===== config.mk =====
export PLATFORM = sky130hd
export DESIGN_NAME = tlp_trace_capture
export DESIGN_NICKNAME = d
export VERILOG_FILES = /design/src/rtl/tlp_trace_pkg.sv /design/src/rtl/tlp_trace_match.sv /design/src/rtl/tlp_trace_pack.sv /design/src/rtl/tlp_trace_ptr.sv /design/src/rtl/tlp_trace_capture.sv
export SDC_FILE = /design/constraint.sdc
export NUM_CORES = 1
export LEC_CHECK = 0
export ABC_AREA = 0
export CAP_MARGIN = 20
export CORE_AREA = 2 2 246 248
export CTS_BUF_LIST = sky130_fd_sc_hd__clkbuf_8
export CTS_CLUSTER_DIAMETER = 100
export DETAILED_ROUTE_END_ITERATION = 10
export DIE_AREA = 0 0 248 250
export HOLD_SLACK_MARGIN = 0.12
export PLACE_DENSITY = 0.62
export SLEW_MARGIN = 20
export SYNTH_ARGS = -nofsm -noshare
export SYNTH_HDL_FRONTEND = slang
export SYNTH_SLANG_ARGS = --single-unit
export TNS_END_PERCENT = 20

===== constraint.sdc =====
create_clock -name clk -period 13.4 [get_ports clk]
set_input_delay 3.35 -clock clk [delete_from_list [all_inputs] [get_ports clk]]
set_output_delay 3.35 -clock clk [all_outputs]
set_load 0.02 [all_outputs]

===== src/rtl/tlp_trace_pkg.sv =====
// Shared constants for the trace capture block.
// Assumes a ring of exactly four buffers and 32-bit dwords.
package tlp_trace_pkg;
    localparam int NUM_BUFS  = 4;
    localparam int IDX_W     = $clog2(NUM_BUFS);
    localparam int DW_BITS   = 32;
    localparam int HDR_DWS   = 4;
    localparam int MAX_DWS   = 8;
    localparam int HDR_W     = HDR_DWS * DW_BITS;
    localparam int DATA_W    = MAX_DWS * DW_BITS;

    localparam logic [1:0] CLS_POSTED = 2'd0;
    localparam logic [1:0] CLS_NONPOS = 2'd1;
    localparam logic [1:0] CLS_CPL    = 2'd2;

    localparam logic [3:0] FMT_NARROW = 4'd0;
    localparam logic [3:0] FMT_WIDE   = 4'd1;

    localparam logic [3:0] DIR_C0 = 4'd0;
    localparam logic [3:0] DIR_C1 = 4'd1;
    localparam logic [3:0] DIR_C2 = 4'd2;
    localparam logic [3:0] DIR_C3 = 4'd3;
endpackage


===== src/rtl/tlp_trace_match.sv =====
// Decides whether one event is traced under the current filter settings.
// Purely combinational; the caller qualifies the result with event valid.
module tlp_trace_match
    import tlp_trace_pkg::*;
(
    input  logic       req_mode,
    input  logic [7:0] type_mask,
    input  logic [3:0] dir_code,
    input  logic       fmt_ok,
    input  logic [1:0] cls,
    input  logic       outbound,
    input  logic       cpl_b,
    output logic       hit
);
    logic [7:0] cls_sel;
    logic       cls_ok;
    logic       is_cpl;
    logic       in_pnp_b;
    logic       in_cpl_a;
    logic       dir_ok;

    // Class gate: one-hot select of the event class against the mask.
    always_comb begin
        cls_sel  = 8'(1) << cls;
        cls_ok   = (cls != 2'd3) && |(cls_sel & type_mask);
        is_cpl   = (cls == CLS_CPL);
        in_pnp_b = !outbound && (!is_cpl || cpl_b);
        in_cpl_a = !outbound && is_cpl && !cpl_b;
    end

    // Direction gate: the code is read differently in the two filter kinds.
    always_comb begin
        dir_ok = 1'b0;
        if (!req_mode) begin
            case (dir_code)
                DIR_C0:  dir_ok = !outbound;
                DIR_C1:  dir_ok = outbound;
                DIR_C2:  dir_ok = outbound || in_pnp_b;
                DIR_C3:  dir_ok = outbound || in_cpl_a;
                default: dir_ok = 1'b0;
            endcase
        end else begin
            case (dir_code)
                DIR_C1:  dir_ok = outbound;
                DIR_C2:  dir_ok = in_pnp_b;
                DIR_C3:  dir_ok = in_cpl_a;
                default: dir_ok = 1'b0;
            endcase
        end
    end

    assign hit = fmt_ok && cls_ok && dir_ok;
endmodule


===== src/rtl/tlp_trace_pack.sv =====
// Builds a trace entry from one event in the 4- or 8-dword layout.
// Unused dwords are zero; dword k sits at bits [32k +: 32].
module tlp_trace_pack
    import tlp_trace_pkg::*;
(
    input  logic              wide,
    input  logic [HDR_W-1:0]  hdr,
    input  logic [31:0]       ts,
    input  logic [1:0]        cls,
    input  logic              outbound,
    input  logic              cpl_b,
    output logic [DATA_W-1:0] entry
);
    logic [DW_BITS-1:0] dw [MAX_DWS];

    // Layout selection: narrow puts the timestamp first, wide appends it after the header.
    always_comb begin
        for (int i = 0; i < MAX_DWS; i++) dw[i] = '0;
        if (wide) begin
            for (int i = 0; i < HDR_DWS; i++) dw[i] = hdr[i*DW_BITS +: DW_BITS];
            dw[4] = ts;
            dw[5] = {28'd0, cpl_b, outbound, cls};
        end else begin
            dw[0] = ts;
            for (int i = 1; i < HDR_DWS; i++) dw[i] = hdr[(i-1)*DW_BITS +: DW_BITS];
        end
    end

    for (genvar g = 0; g < MAX_DWS; g++) begin : g_flat
        assign entry[g*DW_BITS +: DW_BITS] = dw[g];
    end
endmodule


===== src/rtl/tlp_trace_ptr.sv =====
// Tracks the current buffer and byte offset within the four-buffer ring.
// Assumes the buffer size is at least one entry; a tail too short for an entry is skipped.
module tlp_trace_ptr
    import tlp_trace_pkg::*;
#(
    parameter int ADDR_W = 32,
    parameter int SIZE_W = 32
)(
    input  logic                         clk,
    input  logic                         rst_n,
    input  logic                         clear,
    input  logic                         advance,
    input  logic                         wide,
    input  logic [NUM_BUFS*ADDR_W-1:0]   base_flat,
    input  logic [SIZE_W-1:0]            size,
    output logic [ADDR_W-1:0]            cur_addr,
    output logic                         cur_last,
    output logic [IDX_W-1:0]             cur_idx
);
    logic [ADDR_W-1:0] base_arr [NUM_BUFS];
    logic [SIZE_W-1:0] offset;
    logic [SIZE_W:0]   ent_bytes;
    logic [SIZE_W:0]   need;

    for (genvar g = 0; g < NUM_BUFS; g++) begin : g_base
        assign base_arr[g] = base_flat[g*ADDR_W +: ADDR_W];
    end

    // Room test: the buffer closes when a further entry would not fit.
    always_comb begin
        ent_bytes = wide ? (SIZE_W+1)'(32) : (SIZE_W+1)'(16);
        need      = {1'b0, offset} + (ent_bytes << 1);
        cur_last  = need > {1'b0, size};
        cur_addr  = base_arr[cur_idx] + ADDR_W'(offset);
    end

    // Position update: step within the buffer or move to the next one.
    always_ff @(posedge clk) begin
        if (!rst_n || clear) begin
            cur_idx <= '0;
            offset  <= '0;
        end else if (advance) begin
            if (cur_last) begin
                cur_idx <= (cur_idx == IDX_W'(NUM_BUFS-1)) ? '0 : cur_idx + 1'b1;
                offset  <= '0;
            end else begin
                offset  <= offset + ent_bytes[SIZE_W-1:0];
            end
        end
    end
endmodule


===== src/rtl/tlp_trace_capture.sv =====
// Top of the trace capture block: filters events, packs entries and issues one write each.
// Configuration is sampled only while tracing is off; one write can be outstanding.
module tlp_trace_capture
    import tlp_trace_pkg::*;
#(
    parameter int ADDR_W = 32,
    parameter int SIZE_W = 32
)(
    input  logic                       clk,
    input  logic                       rst_n,
    input  logic                       cfg_enable,
    input  logic                       cfg_req_mode,
    input  logic [7:0]                 cfg_type_mask,
    input  logic [3:0]                 cfg_dir_code,
    input  logic [3:0]                 cfg_format,
    input  logic [NUM_BUFS*ADDR_W-1:0] cfg_buf_base,
    input  logic [SIZE_W-1:0]          cfg_buf_size,
    input  logic                       ev_valid,
    input  logic [1:0]                 ev_class,
    input  logic                       ev_outbound,
    input  logic                       ev_cpl_b,
    input  logic [HDR_W-1:0]           ev_hdr,
    input  logic [31:0]                ev_ts,
    output logic                       wr_valid,
    input  logic                       wr_ready,
    output logic [ADDR_W-1:0]          wr_addr,
    output logic [DATA_W-1:0]          wr_data,
    output logic                       wr_wide,
    output logic                       buf_done,
    output logic [IDX_W-1:0]           buf_done_idx,
    output logic                       overflow
);
    logic                       trace_on;
    logic                       sh_req;
    logic [7:0]                 sh_mask;
    logic [3:0]                 sh_dir;
    logic [3:0]                 sh_fmt;
    logic [NUM_BUFS*ADDR_W-1:0] sh_base;
    logic [SIZE_W-1:0]          sh_size;
    logic                       fmt_ok;
    logic                       fmt_wide;
    logic                       hit;
    logic                       stalled;
    logic                       take;
    logic [DATA_W-1:0]          entry;
    logic [ADDR_W-1:0]          cur_addr;
    logic                       cur_last;
    logic [IDX_W-1:0]           cur_idx;

    // Run state: registered copy of the enable input.
    always_ff @(posedge clk) begin
        if (!rst_n) trace_on <= 1'b0;
        else        trace_on <= cfg_enable;
    end

    // Configuration shadow: follows the inputs only while tracing is off.
    always_ff @(posedge clk) begin
        if (!rst_n) begin
            sh_req  <= 1'b0;
            sh_mask <= '0;
            sh_dir  <= '0;
            sh_fmt  <= '0;
            sh_base <= '0;
            sh_size <= '0;
        end else if (!trace_on) begin
            sh_req  <= cfg_req_mode;
            sh_mask <= cfg_type_mask;
            sh_dir  <= cfg_dir_code;
            sh_fmt  <= cfg_format;
            sh_base <= cfg_buf_base;
            sh_size <= cfg_buf_size;
        end
    end

    assign fmt_wide = (sh_fmt == FMT_WIDE);
    assign fmt_ok   = (sh_fmt == FMT_NARROW) || fmt_wide;

    tlp_trace_match u_match (
        .req_mode  (sh_req),
        .type_mask (sh_mask),
        .dir_code  (sh_dir),
        .fmt_ok    (fmt_ok),
        .cls       (ev_class),
        .outbound  (ev_outbound),
        .cpl_b     (ev_cpl_b),
        .hit       (hit)
    );

    tlp_trace_pack u_pack (
        .wide     (fmt_wide),
        .hdr      (ev_hdr),
        .ts       (ev_ts),
        .cls      (ev_class),
        .outbound (ev_outbound),
        .cpl_b    (ev_cpl_b),
        .entry    (entry)
    );

    assign stalled = wr_valid && !wr_ready;
    assign take    = trace_on && ev_valid && hit && !stalled;

    tlp_trace_ptr #(.ADDR_W(ADDR_W), .SIZE_W(SIZE_W)) u_ptr (
        .clk       (clk),
        .rst_n     (rst_n),
        .clear     (!trace_on),
        .advance   (take),
        .wide      (fmt_wide),
        .base_flat (sh_base),
        .size      (sh_size),
        .cur_addr  (cur_addr),
        .cur_last  (cur_last),
        .cur_idx   (cur_idx)
    );

    // Write request register: loads a new entry or retires the accepted one.
    always_ff @(posedge clk) begin
        if (!rst_n) begin
            wr_valid <= 1'b0;
            wr_addr  <= '0;
            wr_data  <= '0;
            wr_wide  <= 1'b0;
        end else if (take) begin
            wr_valid <= 1'b1;
            wr_addr  <= cur_addr;
            wr_data  <= entry;
            wr_wide  <= fmt_wide;
        end else if (wr_ready) begin
            wr_valid <= 1'b0;
        end
    end

    // Buffer close pulse: one cycle, alongside the last entry of a buffer.
    always_ff @(posedge clk) begin
        if (!rst_n) begin
            buf_done     <= 1'b0;
            buf_done_idx <= '0;
        end else begin
            buf_done <= take && cur_last;
            if (take) buf_done_idx <= cur_idx;
        end
    end

    // Drop flag: set on a stalled hit, cleared when tracing starts.
    always_ff @(posedge clk) begin
        if (!rst_n)                           overflow <= 1'b0;
        else if (cfg_enable && !trace_on)     overflow <= 1'b0;
        else if (trace_on && ev_valid && hit && stalled) overflow <= 1'b1;
    end
endmodule


==> out/qor.tcl <==
set qor(cap_viol_max_count) 0
set qor(routed_wirelength_mm) 71.6
set qor(grt_max_degree) 133
set qor(worst_r2r_endpoint) {u_ptr.offset[17]$_SDFFE_PP0P_}
set qor(synth_sequential_area_ratio_pct) 39.3
set qor(drc_errors) 0
set qor(seq_area_um2) 8110
set qor(cts_setup_buffers) 0
set qor(critical_path.cell_chain) {clkdlybuf4s50_1 -> or3b_1 -> a221oi_2 -> or3_4 -> buf_4 -> o21bai_4 -> nor2_1}
set qor(clock_power_share_pct) 41.9
set qor(io-pin-count) 640
set qor(synth-seq-cells) 405
set qor(synth_simple_gate_area_share_pct) 19.3
set qor(final_hold_viol_count) 0
set qor(gr-usage-all-layers_pct) 22.1
set qor(fin_tns_setup_ns) 0
set qor(length_of_the_first_detailed_routing_pass_in_iterations) 5
set qor(worstSetupStartpointType) {input pin}
set qor(synth_compound_area_share_pct) 9.30
set qor(cts_made_buffers) 78
set qor(power_density_nw_per_um2) 98.2
set qor(number_of_gates_on_the_worst_path_with_buffers_counted) 7
set qor(placeableCoreArea_um2) 59600
set qor(fin_util_pct) 46.5
set qor(critPathLaunch) {ev_class[1]}
set qor(ir_worst_vdd_uv) 71.3
set qor(ys.flop_type) {sky130_fd_sc_hd__dfxtp_1}
set qor(outcome) {finished, final reports clean}
set qor(sw_frac_of_total_pct) 26.6
set qor(clk_latency_ns) 0.67
set qor(end_kind) {flip-flop}
set qor(initial_core_util_pct) 34.6
set qor(yosys.cell_types.count) 66
set qor(post_synth_arst_share_pct) 0
set qor(areaGrowthSynthToFinish_pct) 34.3
set qor(multi_input_gate_area_um2) 11500
set qor(synth_top_family_by_area) {simple AND/OR/NAND/NOR gates}
set qor(drt_iter0_drc) 723
set qor(total_switching_power_uw) 724
set qor(fp-row-count) 90
set qor(first_global_vias) 16900
set qor(routedWlPerCell_um) 19.9
set qor(worst_r2r_startpoint) {sh_fmt[3]$_SDFFE_PN0N_}
set qor(worst_setup_hold_path_clk_slew_ns) 0.06
set qor(clock_tree.htree_level_count) 3
set qor(wire_length_of_the_first_global_routing_pass_mm) 104
set qor(worst-setup-path-type) {input pin to flip-flop}
set qor(tritoncts) {built}
set qor(report.final.slew_viol_count) 0
set qor(seqPwrFrac_pct) 46.2
set qor(ff2ff_path_depth) 19
set qor(path_delay_family) {simple AND/OR/NAND/NOR gates}
set qor(worstPathRequired_ns) 13.95
set qor(ctsLongestPathBuffers) 3
set qor(power.leakage_nw) 10.6
set qor(post_synth_mux_area_share_pct) 18.3
set qor(maxSlewHeadroom_pct) 31.8
set qor(setup.worst_path.end) {u_ptr.offset[17]$_SDFFE_PP0P_}
set qor(fin_skew_ns) 0.0519
set qor(cp_data_arrival_time_ns) 6.95
set qor(synthDominantAreaCellType) {sky130_fd_sc_hd__dfxtp_1}
set qor(floorplan.die_area_um2) 62000
set qor(ctsHoldBuffers) 0
set qor(max_freq_ghz) 0.156
set qor(num-nets-final) 3169
set qor(drt-vias-per-instance) 4.80
set qor(synth_xor_area_share_pct) 3.14
set qor(tritoncts_num_sinks) 405
set qor(layout_worst_path_cycle_share_pct) 47.8
set qor(timing_worst_slew_pin_value_ns) 1.02
set qor(syn_area_per_cell_um2) 9.10
set qor(worst_path_max_delay_cell) {sky130_fd_sc_hd__or3_4}
set qor(synth_edf_count) 0
set qor(drtAntennaViolNets) 0
set qor(dpl_cell_area_um2) 26300
set qor(worstHoldPathType) {flip-flop to flip-flop}
set qor(intPower_mw) 2.00
set qor(regToRegSetupSlack_ns) 7.67
set qor(die_x_um) 248
set qor(proportion_of_power_drawn_by_combinational_gates_pct) 11.9
set qor(drive_gt1_share_pct) 5.94
set qor(mappedNetlistArea_um2) 20600
set qor(final_period_minus_worst_setup_slack_ns) 6.40
set qor(post-synth-top-area-fraction_pct) 39.3
set qor(die_h_um) 250
set qor(num-fill-cells) 5714
set qor(synth_top_cells_by_area) {sky130_fd_sc_hd__dfxtp_1 (39%), sky130_fd_sc_hd__mux2i_1 (15%), sky130_fd_sc_hd__nand2_1 (4.7%)}
set qor(antenna_found_initial) 6
set qor(post_synth_fa_ha_maj_area_fraction_pct) 3.75
set qor(routed-via-count) 17300
set qor(setup_repair_after_global_routing_missed_its_margin) {no}
set qor(final_design_instance_area_without_fill_um2) 27700
set qor(crit_fanout) 82
set qor(final-setup-viol-count) 0
set qor(place.detailed.hpwl_mm) 54.3
set qor(cp.buffers_inverters) 2
set qor(buffer_ports.inserted) 542
set qor(root_buffer) {sky130_fd_sc_hd__clkbuf_8}
set qor(post_synth_inst_count) 2268
set qor(max_stage_delay_ns) 0.81
set qor(gr-total-overflow) 0
set qor(yosysWarnings) 0
set qor(cts.repair.resized) 0
set qor(routability_congestion_estimate_from_global_placement) 0.934
power groups by stage:
stage	Sequential [mW]	Combinational, mW	Clock, mW
floorplan	1.28	0.191	0
global placement	1.28	0.318	0
detailed placement	1.28	0.323	0
CTS	1.26	0.325	1.19
global route	1.26	0.350	1.24
finish	1.26	0.323	1.14
flip-flops by register name (all words and copies together), names as in the netlist:
register and count:
wr_data 164, sh_base 128, sh_size 32, wr_addr 32, u_ptr.offset 28, sh_dir 4, sh_fmt 4, sh_mask 3
buf_done_idx 2, u_ptr.cur_idx 2, buf_done 1, overflow 1, sh_req 1, trace_on 1, wr_valid 1, wr_wide 1
layer usage:
layer	vias up	share of wire (%)	global-route usage [%]
met5	-	0.10	0
met4	10	3.1	8.21
met3	115	8.2	6.88
met2	545	49	38.8
met1	8041	39	24.9
li1	8556	-	-
stage by stage:
step | power (mW) | worst slack [ns] | instances | hold slack [ns]
after floorplan | 1.47 | 8.02 | 2360 | 0.456
after global placement | 1.60 | 6.17 | 3463 | 0.448
after detailed placement | 1.61 | 6.32 | 3463 | 0.456
after CTS | 2.78 | 7.05 | 3594 | 0.466
after global routing | 2.85 | 6.75 | 3596 | 0.476
final | 2.72 | 7.00 | 3596 | 0.461
cell type report:
type / instances / share of cell area, %
multi-input cells: 1676 / 41.3
flip-flops and latches: 405 / 29.3
repair buffers: 558 / 20.1
clock buffers: 85 / 4.22
well taps: 782 / 3.53
clock inverters: 46 / 0.881
inverters: 43 / 0.583
diodes: 1 / 0.00903
cells in the mapped netlist, types with 3 or more instances:
cell type,count
sky130_fd_sc_hd__clkbuf_1,91
sky130_fd_sc_hd__nand3_1,62
sky130_fd_sc_hd__a21oi_1,47
sky130_fd_sc_hd__dfxtp_1,405
sky130_fd_sc_hd__xnor2_1,36
sky130_fd_sc_hd__nand4_1,22
sky130_fd_sc_hd__mux2i_1,304
sky130_fd_sc_hd__a31oi_1,4
sky130_fd_sc_hd__a21boi_0,49
sky130_fd_sc_hd__inv_1,42
sky130_fd_sc_hd__nand2b_1,4
sky130_fd_sc_hd__and3_1,9
sky130_fd_sc_hd__or3_1,5
sky130_fd_sc_hd__and4_1,3
sky130_fd_sc_hd__buf_4,92
sky130_fd_sc_hd__o21ai_0,163
sky130_fd_sc_hd__nor2b_1,139
sky130_fd_sc_hd__o21a_1,5
sky130_fd_sc_hd__mux4_2,30
sky130_fd_sc_hd__xor2_1,38
sky130_fd_sc_hd__o31ai_1,4
sky130_fd_sc_hd__nor3_1,16
sky130_fd_sc_hd__ha_1,61
sky130_fd_sc_hd__and2_1,146
sky130_fd_sc_hd__nand2_1,258
sky130_fd_sc_hd__buf_1,24
sky130_fd_sc_hd__nor4_1,6
sky130_fd_sc_hd__buf_2,28
sky130_fd_sc_hd__a21o_1,24
sky130_fd_sc_hd__nor2_1,106
cells by family (layout without fill, tap and decap cells):
group           count (synthesis)  after routing
simple gates                  790            790
flops                         405            405
mux                           336            336
compound gates                321            321
buf+inv                       279            732
xor+xnor                       74             74
fa+ha+maj                      62             62
other cells                     1             94
worst reg2reg max path: cells and delay by family (launching register included):
kind,cells,cell delay (ns)
AND/OR/NAND/NOR,5,1.64
flip-flops,1,0.31
AO/OA/AOI/OAI,9,2.59
buffers and inverters,1,0.30
XOR/XNOR,1,0.09
adder cells (fa/ha/maj),3,0.70
cell usage in the layout, fill, tap and decap left out, drive strengths merged, types with 3 or more instances in the layout:
master         synthesis  final
inv                   42     74
a21boi                49     49
clkbuf                91     85
mux4                  32     32
nand4                 22     22
and2                 146    146
clkdlybuf4s50          0    541
clkinvlp               0      4
buf                  145     17
o31ai                  4      4
a21o                  24     24
and3                   9      9
nand2                258    258
and4                   3      3
nor2                 106    106
mux2i                304    304
o21a                   5      5
ha                    61     61
conb                   1     93
clkinv                 1     11
a21oi                 50     50
nand2b                 4      4
nand3                 63     63
nor3                  18     18
or3                    5      5
nor2b                139    139
nor4                   6      6
xnor2                 36     36
xor2                  38     38
dfxtp                405    405
o21ai                165    165
a31oi                  4      4
worst min path at each step:
stage                                    startpoint  slack, ns                   endpoint  cells past startpoint
after floorplan             sh_base[0]$_SDFFE_PN0N_       0.46    sh_base[0]$_SDFFE_PN0N_                      2
after global placement     wr_addr[16]$_SDFFE_PN0P_       0.45   wr_addr[16]$_SDFFE_PN0P_                      2
after detailed placement   wr_addr[16]$_SDFFE_PN0P_       0.46   wr_addr[16]$_SDFFE_PN0P_                      2
after CTS                      wr_wide$_SDFFE_PN0P_       0.47       wr_wide$_SDFFE_PN0P_                      2
after global routing      wr_data[137]$_SDFFE_PN0P_       0.48  wr_data[137]$_SDFFE_PN0P_                      2
final                       wr_addr[4]$_SDFFE_PN0P_       0.46    wr_addr[4]$_SDFFE_PN0P_                      2
(Power assumes the default switching activity.)
